[config.mk]
export PLATFORM = sky130hd
export DESIGN_NAME = fbw_mem_core
export DESIGN_NICKNAME = d
export VERILOG_FILES = /design/src/rtl/fbw_pkg.sv /design/src/rtl/fbw_wr_decode.sv /design/src/rtl/fbw_lane_array.sv /design/src/rtl/fbw_drive_ctl.sv /design/src/rtl/fbw_mem_core.sv
export SDC_FILE = /design/constraint.sdc
export NUM_CORES = 2
export LEC_CHECK = 0
export ABC_AREA = 1
export BUFFER_PORTS_ARGS = -buffer_cell sky130_fd_sc_hd__buf_2
export CAP_MARGIN = 20
export CELL_PAD_IN_SITES_DETAIL_PLACEMENT = 1
export CELL_PAD_IN_SITES_GLOBAL_PLACEMENT = 2
export CORE_ASPECT_RATIO = 1.75
export CORE_MARGIN = 2
export CORE_UTILIZATION = 45
export DETAILED_ROUTE_END_ITERATION = 10
export GPL_TIMING_DRIVEN = 0
export HOLD_SLACK_MARGIN = 0.03
export PLACE_DENSITY = 0.82
export SETUP_SLACK_MARGIN = 0.02
export SLEW_MARGIN = 20
export SYNTH_ARGS = -nofsm -noshare
export SYNTH_HDL_FRONTEND = slang
export SYNTH_HIERARCHICAL = 1
export SYNTH_SLANG_ARGS = --single-unit
[constraint.sdc]
create_clock -name clk -period 3 [get_ports clk]
set_input_delay 0.15 -clock clk [delete_from_list [all_inputs] [get_ports clk]]
set_output_delay 0.15 -clock clk [all_outputs]
set_load 0.01 [all_outputs]
[src/rtl/fbw_pkg.sv]
// Package: shared constants and types for the flow-through byte-write core.
// Assumes the lane layout is data bytes packed low, parity bits packed high.
package fbw_pkg;
    localparam int LANES_DEF = 4;
    localparam int LANE_DATA_DEF = 8;
    localparam int DEPTH_DEF = 64;

    typedef enum logic [1:0] {
        WR_NONE  = 2'd0,
        WR_ALL   = 2'd1,
        WR_LANES = 2'd2
    } wr_kind_e;
endpackage

[src/rtl/fbw_wr_decode.sv]
// Module: turns global write, lane gate and lane enables into a lane mask.
// Assumes all controls are active low and sampled by the caller's clock.
// Priority: global write first, then gated lane enables.
module fbw_wr_decode
    import fbw_pkg::*;
#(
    parameter int LANES = LANES_DEF
) (
    input  logic             wr_all_n,
    input  logic             gate_n,
    input  logic [LANES-1:0] en_n,
    output logic [LANES-1:0] mask,
    output logic             wr_any
);
    wr_kind_e kind;

    // Classify the requested write kind by priority.
    always_comb begin
        if (!wr_all_n)
            kind = WR_ALL;
        else if (!gate_n && (en_n != {LANES{1'b1}}))
            kind = WR_LANES;
        else
            kind = WR_NONE;
    end

    // Expand the kind into a per-lane write mask.
    always_comb begin
        unique case (kind)
            WR_ALL:   mask = {LANES{1'b1}};
            WR_LANES: mask = ~en_n;
            default:  mask = '0;
        endcase
    end

    assign wr_any = (kind != WR_NONE);
endmodule

[src/rtl/fbw_lane_array.sv]
// Module: lane-split storage with a combinational (flow-through) read.
// Assumes DEPTH is a power of two; storage is not reset by design.
// Lane g holds data bits [g*LDW +: LDW] and parity bit PAR_BASE+g.
module fbw_lane_array #(
    parameter int DEPTH = 64,
    parameter int LANES = 4,
    parameter int LDW   = 8,
    localparam int ADDR_W   = $clog2(DEPTH),
    localparam int LANE_W   = LDW + 1,
    localparam int PAR_BASE = LANES * LDW,
    localparam int WORD_W   = LANES * LANE_W
) (
    input  logic              clk,
    input  logic              we,
    input  logic [ADDR_W-1:0] adr,
    input  logic [LANES-1:0]  mask,
    input  logic [WORD_W-1:0] wdata,
    output logic [WORD_W-1:0] rdata
);
    for (genvar g = 0; g < LANES; g++) begin : g_lane
        logic [LANE_W-1:0] mem [DEPTH];
        logic [LANE_W-1:0] lane_wr;
        logic [LANE_W-1:0] lane_rd;

        assign lane_wr = {wdata[PAR_BASE+g], wdata[g*LDW +: LDW]};

        // Store this lane at the clock edge when its mask bit is set.
        always_ff @(posedge clk) begin
            if (we && mask[g])
                mem[adr] <= lane_wr;
        end

        assign lane_rd = mem[adr];
        assign rdata[g*LDW +: LDW] = lane_rd[LDW-1:0];
        assign rdata[PAR_BASE+g]   = lane_rd[LDW];
    end
endmodule

[src/rtl/fbw_drive_ctl.sv]
// Module: output drive qualification and array write qualification.
// Assumes oe_n is asynchronous and passes through combinational logic only.
module fbw_drive_ctl (
    input  logic rst_n,
    input  logic sel,
    input  logic oe_n,
    input  logic sleep,
    input  logic wr_any,
    output logic arr_we,
    output logic drive
);
    logic awake;

    // Block is live only out of reset and out of sleep.
    assign awake  = rst_n && !sleep;
    // Array write needs a live, selected access with a write requested.
    assign arr_we = awake && sel && wr_any;
    // Drive only for a live, selected, non-write access with OE asserted.
    assign drive  = awake && sel && !oe_n && !wr_any;
endmodule

[src/rtl/fbw_mem_core.sv]
// Module: flow-through byte-write memory core (top).
// Assumes adr_i and sel_i come already registered from an address sequencer.
// The drive flag replaces a tri-state pin driver.
module fbw_mem_core
    import fbw_pkg::*;
#(
    parameter int DEPTH     = DEPTH_DEF,
    parameter int LANES     = LANES_DEF,
    parameter int LANE_DATA = LANE_DATA_DEF,
    localparam int ADDR_W = $clog2(DEPTH),
    localparam int WORD_W = LANES * (LANE_DATA + 1)
) (
    input  logic              clk,
    input  logic              rst_n,
    input  logic              sel_i,
    input  logic              oe_n_i,
    input  logic              sleep_i,
    input  logic              wr_all_n_i,
    input  logic              bw_gate_n_i,
    input  logic [LANES-1:0]  byte_en_n_i,
    input  logic [ADDR_W-1:0] adr_i,
    input  logic [WORD_W-1:0] wdata_i,
    output logic [WORD_W-1:0] rdata_o,
    output logic              drive_o
);
    logic [LANES-1:0] lane_mask;
    logic             wr_any;
    logic             arr_we;

    fbw_wr_decode #(.LANES(LANES)) u_dec (
        .wr_all_n (wr_all_n_i),
        .gate_n   (bw_gate_n_i),
        .en_n     (byte_en_n_i),
        .mask     (lane_mask),
        .wr_any   (wr_any)
    );

    fbw_drive_ctl u_drv (
        .rst_n  (rst_n),
        .sel    (sel_i),
        .oe_n   (oe_n_i),
        .sleep  (sleep_i),
        .wr_any (wr_any),
        .arr_we (arr_we),
        .drive  (drive_o)
    );

    fbw_lane_array #(.DEPTH(DEPTH), .LANES(LANES), .LDW(LANE_DATA)) u_arr (
        .clk   (clk),
        .we    (arr_we),
        .adr   (adr_i),
        .mask  (lane_mask),
        .wdata (wdata_i),
        .rdata (rdata_o)
    );
endmodule

==> summary.md <==
| Metric | Value |
|---|---|
| Run status | `finished with violations` |
| Failing checks | `negative setup slack` |
| RePlAce Congestion | `0.997` |
| Initial Util | `45.1%` |
| Leakage | `0.0467 uW` |
| CTS tree | `done` |
| Fin. Hold Viols | `0` |
| Critical path endpoint category | `flip-flop` |
| Slowest stage delay, CP | `1.16 ns` |
| Core area | `218000 sq um` |
| WS Path Type | `input port to flip-flop` |
| Final period util | `121%` |
| Worst setup margin | `-0.621 ns` |
| Worst slew pin tran | `1.36 ns` |
| Final Non-Filler Cells | `13200` |
| Peak VDD IR | `0.717 mV` |
| TritonCTS Buffers | `217` |
| Cell taking the most area after synthesis | `edfxtp_1` |
| Final ANT Viol Nets | `0` |
| Chip height | `622 um` |
| Max Fanout on Critical Path | `10` |
| WL per Instance | `30.8 um` |
| Fin nets | `10200` |
| Post-synth top area share | `70.4%` |
| Final wirelength | `408 mm` |
| Data arrival, critical path | `4.09 ns` |
| Global Route Usage Sum | `36.5%` |
| Core Rows | `227` |
| Top cells by area, synth | `edfxtp_1 70%, nand2_1 25%, buf_2 1.3%` |
| Max Root-Sink Buffers | `4` |
| Pin count of the biggest net entering global routing | `65` |
| Multi-input gate area | `26700 sq um` |
| DRT Pass-1 Iters | `7` |
| Yosys reg bits | `2304` |
| Vias in the first global route | `75500` |
| Final core utilization | `51.5%` |
| Port Buffers | `83` |
| HP Class | `input port to flip-flop` |
| Root buffer cell | `clkbuf_16` |
| Layout cells sized above 1 | `10.3%` |
| Top Ports | `90` |
| Die W | `357 um` |
| Setup violators final | `616` |
| Initial antenna violation count | `41` |
| Reg clk slew, reported paths | `0.07 ns` |
| Global-route wire length before repair | `558 mm` |
| DR vias | `72700` |
| Mapped Avg Cell Area | `10.1 sq um` |
| Dpl ws | `-1.21 ns` |
| Seq/Total Area, Yosys | `70.4%` |
| Syn_nets | `9800` |
| WHS | `0.113 ns` |
| Fmax | `276 MHz` |
| Initial drt markers | `6524` |
| Final slew viol count | `0` |
| Number of setup buffers added after CTS | `0` |
| Critical path, cell by cell | `buf_2 > buf_2 > nand2_1 > nor2_2 > nand2_1 > nor2_1` |
| Max-slew headroom | `9.43%` |
| Power Dens Cells | `624 nW/um^2` |
| Startpoint types | `input port` |
| Placed cells | `12800` |
| RSZ-0062 raised after global routing | `true` |
| Fin crit period | `3.62 ns` |
| Largest register FFs | `2304` |
| Fillers | `23700` |
| Via/cell ratio | `5.50` |
| Syn-to-layout area delta | `14.1%` |
| Final global-route overflow total | `0` |
| Die footprint | `222000 sq um` |
| Hold Path Depth | `2` |
| Most flops, register | `u_arr/g_lane.mem` |
| CTS sink cnt | `2304` |
| Synth warnings | `6` |
| H-tree depth | `4` |
| Seq. cell area | `69200 sq um` |
| Netlist cell types | `21` |
| Post-Syn Area | `98300 sq um` |
| Setup tns final | `-164.54 ns` |
| Critical-path top delay cell | `nor2_2` |
| Synth Instances | `9747` |
| CP required | `3.47 ns` |
| Post-DP HPWL | `302 mm` |
| Top Registers | `u_arr/g_lane.mem x2304` |
| Max capacitance violation total | `0` |
| Drc violations | `0` |
[power breakdown]
group,internal (uW),leakage (uW),switching [uW]
Clock,16500,0.00352,12500
Combinational,1270,0.0225,4390
Sequential,35400,0.0207,9.56
Total,53200,0.0467,16900
[critical path: cells and delay by family]
family / cells / cell delay (ns)
buffers and inverters: 2 / 0.76
and+or+nand+nor: 4 / 3.15
[routing by layer]
metal	track usage (%)	vias to the layer above	wire length, um
met2	63.6	2895	206000
met3	5.87	1146	26300
met4	31.2	14	41600
met5	0	-	79
met1	37.9	36400	134000
li1	-	32300	-
[cell usage in the layout (no fill, tap or decap), drive strengths merged]
master,count
diode,20
o21ai,12
o211ai,6
nor2,349
nor3,8
dlygate4sd3,36
clkbuf,389
clkinv,85
nand2,6523
or2,6
edfxtp,2304
clkinvlp,11
nand3,7
inv,27
buf,533
bufinv,36
[timing repair]
item                       4_1_cts  5_1_grt
setup endpoints to repair      438      416
pin swaps                        4        8
hold endpoints to repair      1610        0
gates resized for setup         94       45
hold buffers                    36        0
[cell families after synthesis]
| logic type | after synthesis | share of synthesized area, % |
|---|---|---|
| simple gates | 6893 | 26.5 |
| compound gates | 18 | 0.107 |
| buf+inv | 532 | 3.07 |
| flops | 2304 | 70.4 |
[synth_stat cells]
master    number
nand2_1     6523
edfxtp_1    2304
nor2_1       338
buf_2        265
clkbuf_1     125
buf_6         81
inv_1         22
buf_4         18
buf_1         16
nor3_2         8
o21ai_1        8
nor2_4         7
nand3_1        6
o211ai_1       6
or2_2          5
inv_2          4
nor2_2         4
o21ai_0        4
buf_8          1
nand3_2        1
or2_1          1
[final timing paths]
path | start | end | slack (ns)
hold / removal | wdata_i[33] | u_arr/g_lane[1].mem[55][8] | 0.11
setup / recovery | adr_i[1] | u_arr/g_lane[1].mem[6][1] | -0.62
[metrics by stage]
step / area (sq um) / total power [uW]
final: 112000 / 70100
after global placement: 102000 / 41300
after global routing: 112000 / 71600
after detailed placement: 104000 / 41600
after CTS: 112000 / 70200
after floorplan: 98300 / 38500
[cell type report]
type	instances	area share [%]
tap	2862	3.19
clock inverter	133	1.41
multi-input combinational	6911	23.8
timing repair buffer	195	2.09
antenna	20	0.0446
inverter	26	0.0870
clock buffer	257	5.03
buffer	506	2.75
sequential	2304	61.6
Note: power is estimated with default switching activity, not from simulation.
